==> config.mk <==
export PLATFORM = sky130hd
export DESIGN_NAME = sat_ashift
export DESIGN_NICKNAME = d
export VERILOG_FILES = /design/src/rtl/sash_pkg.sv /design/src/rtl/sash_count_decode.sv /design/src/rtl/sash_left_path.sv /design/src/rtl/sash_right_path.sv /design/src/rtl/sat_ashift.sv
export SDC_FILE = /design/constraint.sdc
export NUM_CORES = 1
export LEC_CHECK = 0
export CORE_MARGIN = 1
export CORE_UTILIZATION = 60
export CTS_CLUSTER_SIZE = 14
export DETAILED_ROUTE_END_ITERATION = 7
export HOLD_SLACK_MARGIN = 0.08
export PLACE_DENSITY = 0.84
export RECOVER_POWER = 25
export SLEW_MARGIN = 20
export SYNTH_ARGS = -nofsm -noshare
export SYNTH_HDL_FRONTEND = slang
export SYNTH_SLANG_ARGS = --single-unit
==> constraint.sdc <==
create_clock -name clk -period 1 [get_ports clk]
set_input_delay 0.2 -clock clk [delete_from_list [all_inputs] [get_ports clk]]
set_output_delay 0.2 -clock clk [all_outputs]
set_load 0.01 [all_outputs]
==> src/rtl/sash_pkg.sv <==
package sash_pkg;

    // Direction decided from the signed count field
    typedef enum logic [1:0] {
        SH_HOLD  = 2'd0,
        SH_LEFT  = 2'd1,
        SH_RIGHT = 2'd2
    } shift_dir_e;

endpackage

==> src/rtl/sash_count_decode.sv <==
module sash_count_decode
    import sash_pkg::*;
#(
    parameter int CNT_W   = 16,
    parameter int CNT_USE = 6
) (
    input  logic [CNT_W-1:0]   count,
    output shift_dir_e         dir,
    output logic [CNT_USE-1:0] mag
);

    logic [CNT_USE-1:0]       field;
    logic [CNT_W-CNT_USE-1:0] unused_hi;

    assign field     = count[CNT_USE-1:0];
    assign unused_hi = count[CNT_W-1:CNT_USE];

    // Magnitude in plain binary; the most negative value maps to 2**(CNT_USE-1)
    always_comb begin
        if (field[CNT_USE-1]) begin
            mag = ~field + CNT_USE'(1);
        end else begin
            mag = field;
        end
    end

    always_comb begin
        if (field == '0) begin
            dir = SH_HOLD;
        end else if (field[CNT_USE-1]) begin
            dir = SH_RIGHT;
        end else begin
            dir = SH_LEFT;
        end
    end

endmodule

==> src/rtl/sash_left_path.sv <==
module sash_left_path #(
    parameter int DATA_W = 32,
    parameter int MAG_W  = 6
) (
    input  logic [DATA_W-1:0] operand,
    input  logic [MAG_W-1:0]  mag,
    output logic [DATA_W-1:0] shl,
    output logic              lost
);

    logic [DATA_W-1:0] back;

    assign shl  = operand << mag;
    // Shifting back arithmetically must rebuild the operand when nothing significant was lost
    assign back = DATA_W'($signed(shl) >>> mag);
    assign lost = (back != operand);

endmodule

==> src/rtl/sash_right_path.sv <==
module sash_right_path #(
    parameter int DATA_W = 32,
    parameter int MAG_W  = 6
) (
    input  logic [DATA_W-1:0] operand,
    input  logic [MAG_W-1:0]  mag,
    output logic [DATA_W-1:0] shr
);

    localparam logic [MAG_W-1:0] FULL = MAG_W'(DATA_W);

    always_comb begin
        if (mag >= FULL) begin
            shr = {DATA_W{operand[DATA_W-1]}};
        end else begin
            shr = DATA_W'($signed(operand) >>> mag);
        end
    end

endmodule

==> src/rtl/sat_ashift.sv <==
module sat_ashift
    import sash_pkg::*;
#(
    parameter int DATA_W  = 32,
    parameter int CNT_W   = 16,
    parameter int CNT_USE = 6,
    parameter bit OUT_REG = 1'b1
) (
    input  logic              clk,
    input  logic              rst_n,
    input  logic [31:0]       operand,
    input  logic [15:0]       count,
    input  logic              sat_en,
    output logic [31:0]       result,
    output logic              ovf
);

    localparam logic [DATA_W-1:0] MAX_POS = {1'b0, {(DATA_W-1){1'b1}}};
    localparam logic [DATA_W-1:0] MIN_NEG = {1'b1, {(DATA_W-1){1'b0}}};

    shift_dir_e         dir;
    logic [CNT_USE-1:0] mag;
    logic [DATA_W-1:0]  l_shl;
    logic               l_lost;
    logic [DATA_W-1:0]  r_shr;
    logic [DATA_W-1:0]  nxt_res;
    logic               nxt_ovf;

    sash_count_decode #(.CNT_W(CNT_W), .CNT_USE(CNT_USE)) u_dec (
        .count (count),
        .dir   (dir),
        .mag   (mag)
    );

    sash_left_path #(.DATA_W(DATA_W), .MAG_W(CNT_USE)) u_left (
        .operand (operand),
        .mag     (mag),
        .shl     (l_shl),
        .lost    (l_lost)
    );

    sash_right_path #(.DATA_W(DATA_W), .MAG_W(CNT_USE)) u_right (
        .operand (operand),
        .mag     (mag),
        .shr     (r_shr)
    );

    // Result select per direction
    always_comb begin
        unique case (dir)
            SH_HOLD: begin
                nxt_res = operand;
                nxt_ovf = 1'b0;
            end
            SH_RIGHT: begin
                nxt_res = r_shr;
                nxt_ovf = 1'b0;
            end
            SH_LEFT: begin
                nxt_ovf = l_lost;
                if (sat_en && l_lost) begin
                    nxt_res = operand[DATA_W-1] ? MIN_NEG : MAX_POS;
                end else begin
                    nxt_res = l_shl;
                end
            end
            default: begin
                nxt_res = operand;
                nxt_ovf = 1'b0;
            end
        endcase
    end

    generate
        if (OUT_REG) begin : g_reg
            always_ff @(posedge clk or negedge rst_n) begin
                if (!rst_n) begin
                    result <= '0;
                    ovf    <= 1'b0;
                end else begin
                    result <= nxt_res;
                    ovf    <= nxt_ovf;
                end
            end

            // registered outputs follow the selected value one edge later
            p_out_follow_r8: assert property (@(posedge clk) disable iff (!rst_n)
                rst_n |=> (result == $past(nxt_res)) && (ovf == $past(nxt_ovf)));
        end else begin : g_comb
            assign result = nxt_res;
            assign ovf    = nxt_ovf;
        end
    endgenerate

    // a zero field passes the operand through untouched
    p_hold_pass_r7: assert property (@(posedge clk) disable iff (!rst_n)
        (count[CNT_USE-1:0] == '0) |-> (nxt_res == operand) && !nxt_ovf);

    // right shifts never flag overflow
    p_right_no_ovf_r5: assert property (@(posedge clk) disable iff (!rst_n)
        count[CNT_USE-1] |-> !nxt_ovf);

    // arithmetic right shift keeps the sign
    p_right_sign_r2: assert property (@(posedge clk) disable iff (!rst_n)
        count[CNT_USE-1] |-> (nxt_res[DATA_W-1] == operand[DATA_W-1]));

    // overflow with saturation clamps towards the operand's sign
    p_sat_clamp_r4: assert property (@(posedge clk) disable iff (!rst_n)
        (sat_en && nxt_ovf) |-> (nxt_res == (operand[DATA_W-1] ? MIN_NEG : MAX_POS)));

    // with saturation on, a left shift never flips the sign
    p_sat_sign_r3: assert property (@(posedge clk) disable iff (!rst_n)
        (sat_en && !count[CNT_USE-1]) |-> (nxt_res[DATA_W-1] == operand[DATA_W-1]));

endmodule

==> impl_metrics.env, run 1 <==
export IMPL_ys_flop_type="dfrtp_1"
export IMPL_synth_fa_ha_area_share_pct=0.1559
export IMPL_ys_warn_count=0
export IMPL_cts_max_level=2
export IMPL_clockBufferDepth=2
export IMPL_postCtsHoldBufs=0
export IMPL_synth_edff_count=0
export IMPL_synth_nets=1183
export IMPL_synth_most_common_cell="mux2i_1"
export IMPL_failing_step="clock tree synthesis"
export IMPL_cts_buffers=5
export IMPL_postCtsSetupRepairBufs=50
export IMPL_synth_top_area_share_pct=17.83
export IMPL_synth_cell_types=87
export IMPL_synth_compound_area_share_pct=34.87
export IMPL_synth_mux_area_share_pct=23.15
export IMPL_start_util_pct=62.60
export IMPL_syn_area_per_cell_um2=7.098
export IMPL_synth_area_um2=8028
export IMPL_yosysSeqAreaShare_pct=10.29
export IMPL_pre_cts_slack_ns=-4.627
export IMPL_synth_xor_area_share_pct=0.9663
export IMPL_synthSimpleGateAreaFrac_pct=23.16
export IMPL_cts_sink_count=33
export IMPL_rows=41
export IMPL_io_pins=84
export IMPL_ctsRootBufferMaster="clkbuf_16"
export IMPL_synth_cells=1131
export IMPL_dpl_hpwl_um=40030
export IMPL_synth_top_family_by_area="compound AO/OA/AOI/OAI gates"
export IMPL_place_gp_congestion=1.405
export IMPL_ys_ff_latch=33
export IMPL_tool_error="[ERROR DPL-0038] Utilization greater than 100%, impossible to legalize"
export IMPL_post_dp_cell_area_um2=11670
export IMPL_io_buffers=73
export IMPL_cts_resized=278
export IMPL_yosys_area_top_type="mux2i_1"
export IMPL_synth_area_leaders="mux2i_1 18%, dfrtp_1 10%, nand2_1 6.2%, a21oi_1 5.0%, nor2_1 4.6%"
export IMPL_status="aborted with a tool error"
export IMPL_fp_dieH_um=117.7
export IMPL_die_x_um=117.7
export IMPL_synth_commonest_cells="143 x mux2i_1, 133 x nand2_1, 98 x nor2_1"
export IMPL_ys_async_sr_fraction_pct=100.0
## stage by stage
| step | cells | utilization, % |
|---|---|---|
| after floorplan | 1131 | - |
| after global placement | 1655 | 90.98 |
| after detailed placement | 1655 | 90.98 |
## cells by family after synthesis
kind of cell / count (synthesis)
flops: 33
compound gates: 386
xor+xnor: 8
simple gates: 395
mux: 176
buf+inv: 132
fa+ha+maj: 1
==> inputs of run 2 (changes only) <==
Settings changed: CORE_UTILIZATION 60 to 40, CTS_CLUSTER_SIZE 14 to unset, HOLD_SLACK_MARGIN 0.08 to unset, PLACE_DENSITY 0.84 to unset, PLACE_DENSITY_LB_ADDON set to 0.15.
==> run 2 against run 1 <==
  * The flow now finishes, with violations (negative setup slack)
  * Area after synthesis is the same
  * Synthesized cell count is the same
==> impl_metrics.env, run 2 <==
export IMPL_drtIter0Drc=2047
export IMPL_crit_path_max_incr_delay_ns=0.43
export IMPL_die_area_um2=20640
export IMPL_critPathMaxFanout=15
export IMPL_wl_um=58500
export IMPL_layout_common_cells="495 x buf_4, 129 x nand2_1, 111 x mux2i_1"
export IMPL_powerDensity_nw_per_um2=1271
export IMPL_critical_path_buf_inv_count=10
export IMPL_fin_cells=1905
export IMPL_start_util_pct=40.98
export IMPL_ys_ff_latch=33
export IMPL_cpMostUsedCell="buf_4"
export IMPL_syn2layout_area_growth_pct=76.54
export IMPL_crit_slowest_cell="nor4_4"
export IMPL_period_needed_ns=4.604
export IMPL_status="complete, but fails checks"
export IMPL_num_nets_final=1688
export IMPL_cts_max_level=2
export IMPL_ctsRootBufferMaster="clkbuf_16"
export IMPL_synth_commonest_cells="143 x mux2i_1, 133 x nand2_1, 98 x nor2_1"
export IMPL_cap_violations=0
export IMPL_num_vias=13363
export IMPL_setup_viol=34
export IMPL_synth_cells=1131
export IMPL_slew_headroom_pct=37.57
export IMPL_rows=51
export IMPL_cp_start_kind="input port"
export IMPL_synth_edff_count=0
export IMPL_die_x_um=143.7
export IMPL_totalNegativeSetupSlack_ns=-117.07
export IMPL_path_cells="buf_8, buf_4, buf_12, buf_6, mux2i_2, buf_4, mux2i_2, mux2i_2, buf_4, o22ai_1, a21oi_1, o211ai_1, nor4_4, buf_4, a311o_1, o2111a_1, nand4_1, or3_4, o31ai_4, buf_6, buf_12, buf_16, o2111ai_1"
export IMPL_finalCritPeriodShare_pct=460.4
export IMPL_wire_per_inst_um=30.71
export IMPL_crit_family="buffers and inverters"
export IMPL_tightest_slew_ns=0.9364
export IMPL_cts_sink_count=33
export IMPL_grt_max_degree=49
export IMPL_yosys_area_top_type="mux2i_1"
export IMPL_top_register="result"
export IMPL_final_common_cell="buf_4"
export IMPL_synth_top_area_share_pct=17.83
export IMPL_ir_worst_vdd_uv=707.4
export IMPL_synth_area_leaders="mux2i_1 18%, dfrtp_1 10%, nand2_1 6.2%, a21oi_1 5.0%, nor2_1 4.6%"
export IMPL_setup_ws_ns=-3.604
export IMPL_synth_most_common_cell="mux2i_1"
export IMPL_yosysSeqAreaShare_pct=10.29
export IMPL_clk_pin_slew_worst_paths_ns=0.05
export IMPL_synth_nets=1183
export IMPL_min_path_type="in -> async"
export IMPL_reg_top3="result (32), ovf (1)"
export IMPL_cts_buffers=5
export IMPL_post_dp_cell_area_um2=12450
export IMPL_violations="negative setup slack"
export IMPL_ys_flop_type="dfrtp_1"
export IMPL_synth_cell_types=87
export IMPL_synth_area_um2=8028
export IMPL_max_freq_ghz=0.2172
export IMPL_slew_violations=0
export IMPL_ant_nets=0
export IMPL_clockBufferDepth=2
export IMPL_cts_tree="yes"
export IMPL_rsz0062_at_grt="true"
export IMPL_antenna_found_initial=6
export IMPL_utilization_pct=72.34
export IMPL_critical_path_class="in -> reg"
export IMPL_drive_gt1_share_pct=46.92
export IMPL_power_w=0.01802
export IMPL_grt_pass1_wl_um=82660
export IMPL_grt_ovfl_total=0
export IMPL_io_pins=84
export IMPL_fp_dieH_um=143.7
export IMPL_syn_area_per_cell_um2=7.098
export IMPL_grt_pass1_vias=12607
export IMPL_largest_reg_flops=32
export IMPL_ys_async_sr_fraction_pct=100.0
export IMPL_end_kind="register"
export IMPL_core_area_um2=19590
export IMPL_dp_cells=1825
export IMPL_p_leak_nw=6.341
export IMPL_final_area_um2=14170
export IMPL_io_buffers=73
export IMPL_ys_warn_count=0
export IMPL_dpl_hpwl_um=42590
export IMPL_first_pass_iters=6
export IMPL_drcViolationCount=0
export IMPL_fillCellCount=1534
export IMPL_worstPathRequired_ns=1.13
export IMPL_finalHoldViolCount=0
export IMPL_vias_per_cell=7.015
export IMPL_place_gp_congestion=1.181
export IMPL_cp_arrival_ns=4.74
export IMPL_grt_usage_pct=55.86
run 2: cell counts after synthesis:
Identical to the previous run, type by type.
run 2: logic make-up (layout without fill, tap and decap cells):
kind of cell | count (synthesis) | in the layout | share of synthesized area, %
adder cells (fa/ha/maj) | 1 | 1 | 0.1558
AND/OR/NAND/NOR | 395 | 395 | 23.16
flip-flops | 33 | 33 | 10.29
XOR/XNOR | 8 | 8 | 0.9664
other | 0 | 3 | 0
multiplexers | 176 | 177 | 23.15
AO/OA/AOI/OAI | 386 | 386 | 34.87
buffers and inverters | 132 | 637 | 7.419
run 2: final timing paths:
check | endpoint | startpoint | slack, ns | depth (start not counted)
max in group asynchronous | result[8]$_DFF_PN0_ | rst_n | 0.25 | 2
hold / removal | result[1]$_DFF_PN0_ | rst_n | 0.44 | 2
min in group clk | result[6]$_DFF_PN0_ | operand[6] | 0.52 | 4
setup / recovery | result[19]$_DFF_PN0_ | count[0] | -3.60 | 23
run 2: metal layers:
metal  track usage (%)  share of wire [%]  vias to the layer above
met5            0.5013               0.24                        -
met4             48.54                 11                       10
met3             25.32                 16                      468
met2             80.02                 40                     1327
met1             62.39                 33                     6118
li1                  -                  -                     5440
run 2: timing repair:
item	4_1_cts	5_1_grt
endpoints found under the setup margin	66	40
cloned	4	1
setup buffers	54	12
hold buffers	0	0
pin swaps	34	22
gates resized for setup	274	92
run 2: layout make-up:
type,count,area [um2],share of cell area (%)
tap,265,331.6,2.340
clock buffer,7,142.6,1.006
timing repair buffer,620,5142,36.29
clock inverter,1,30.03,0.2119
inverter,9,38.79,0.2737
sequential,33,825.8,5.827
multi-input combinational,967,7654,54.00
antenna,3,7.507,0.05297
run 2: power by group:
group,leakage (nW),switching (W),internal [W]
sequential,0.399,0.0000674,0.00155
clock,0.0841,0.000552,0.00124
combinational,5.86,0.00808,0.00652
run 2: stage by stage:
step,setup slack (ns),hold WS (ns)
2_1_floorplan,-4.086,-0.09559
3_3_place_gp,-4.545,0.5831
3_5_place_dp,-4.609,0.5954
4_1_cts,-3.461,0.3135
5_1_grt,-3.620,0.5041
6_report,-3.604,0.4384
Note: power is estimated with default switching activity, not from simulation.
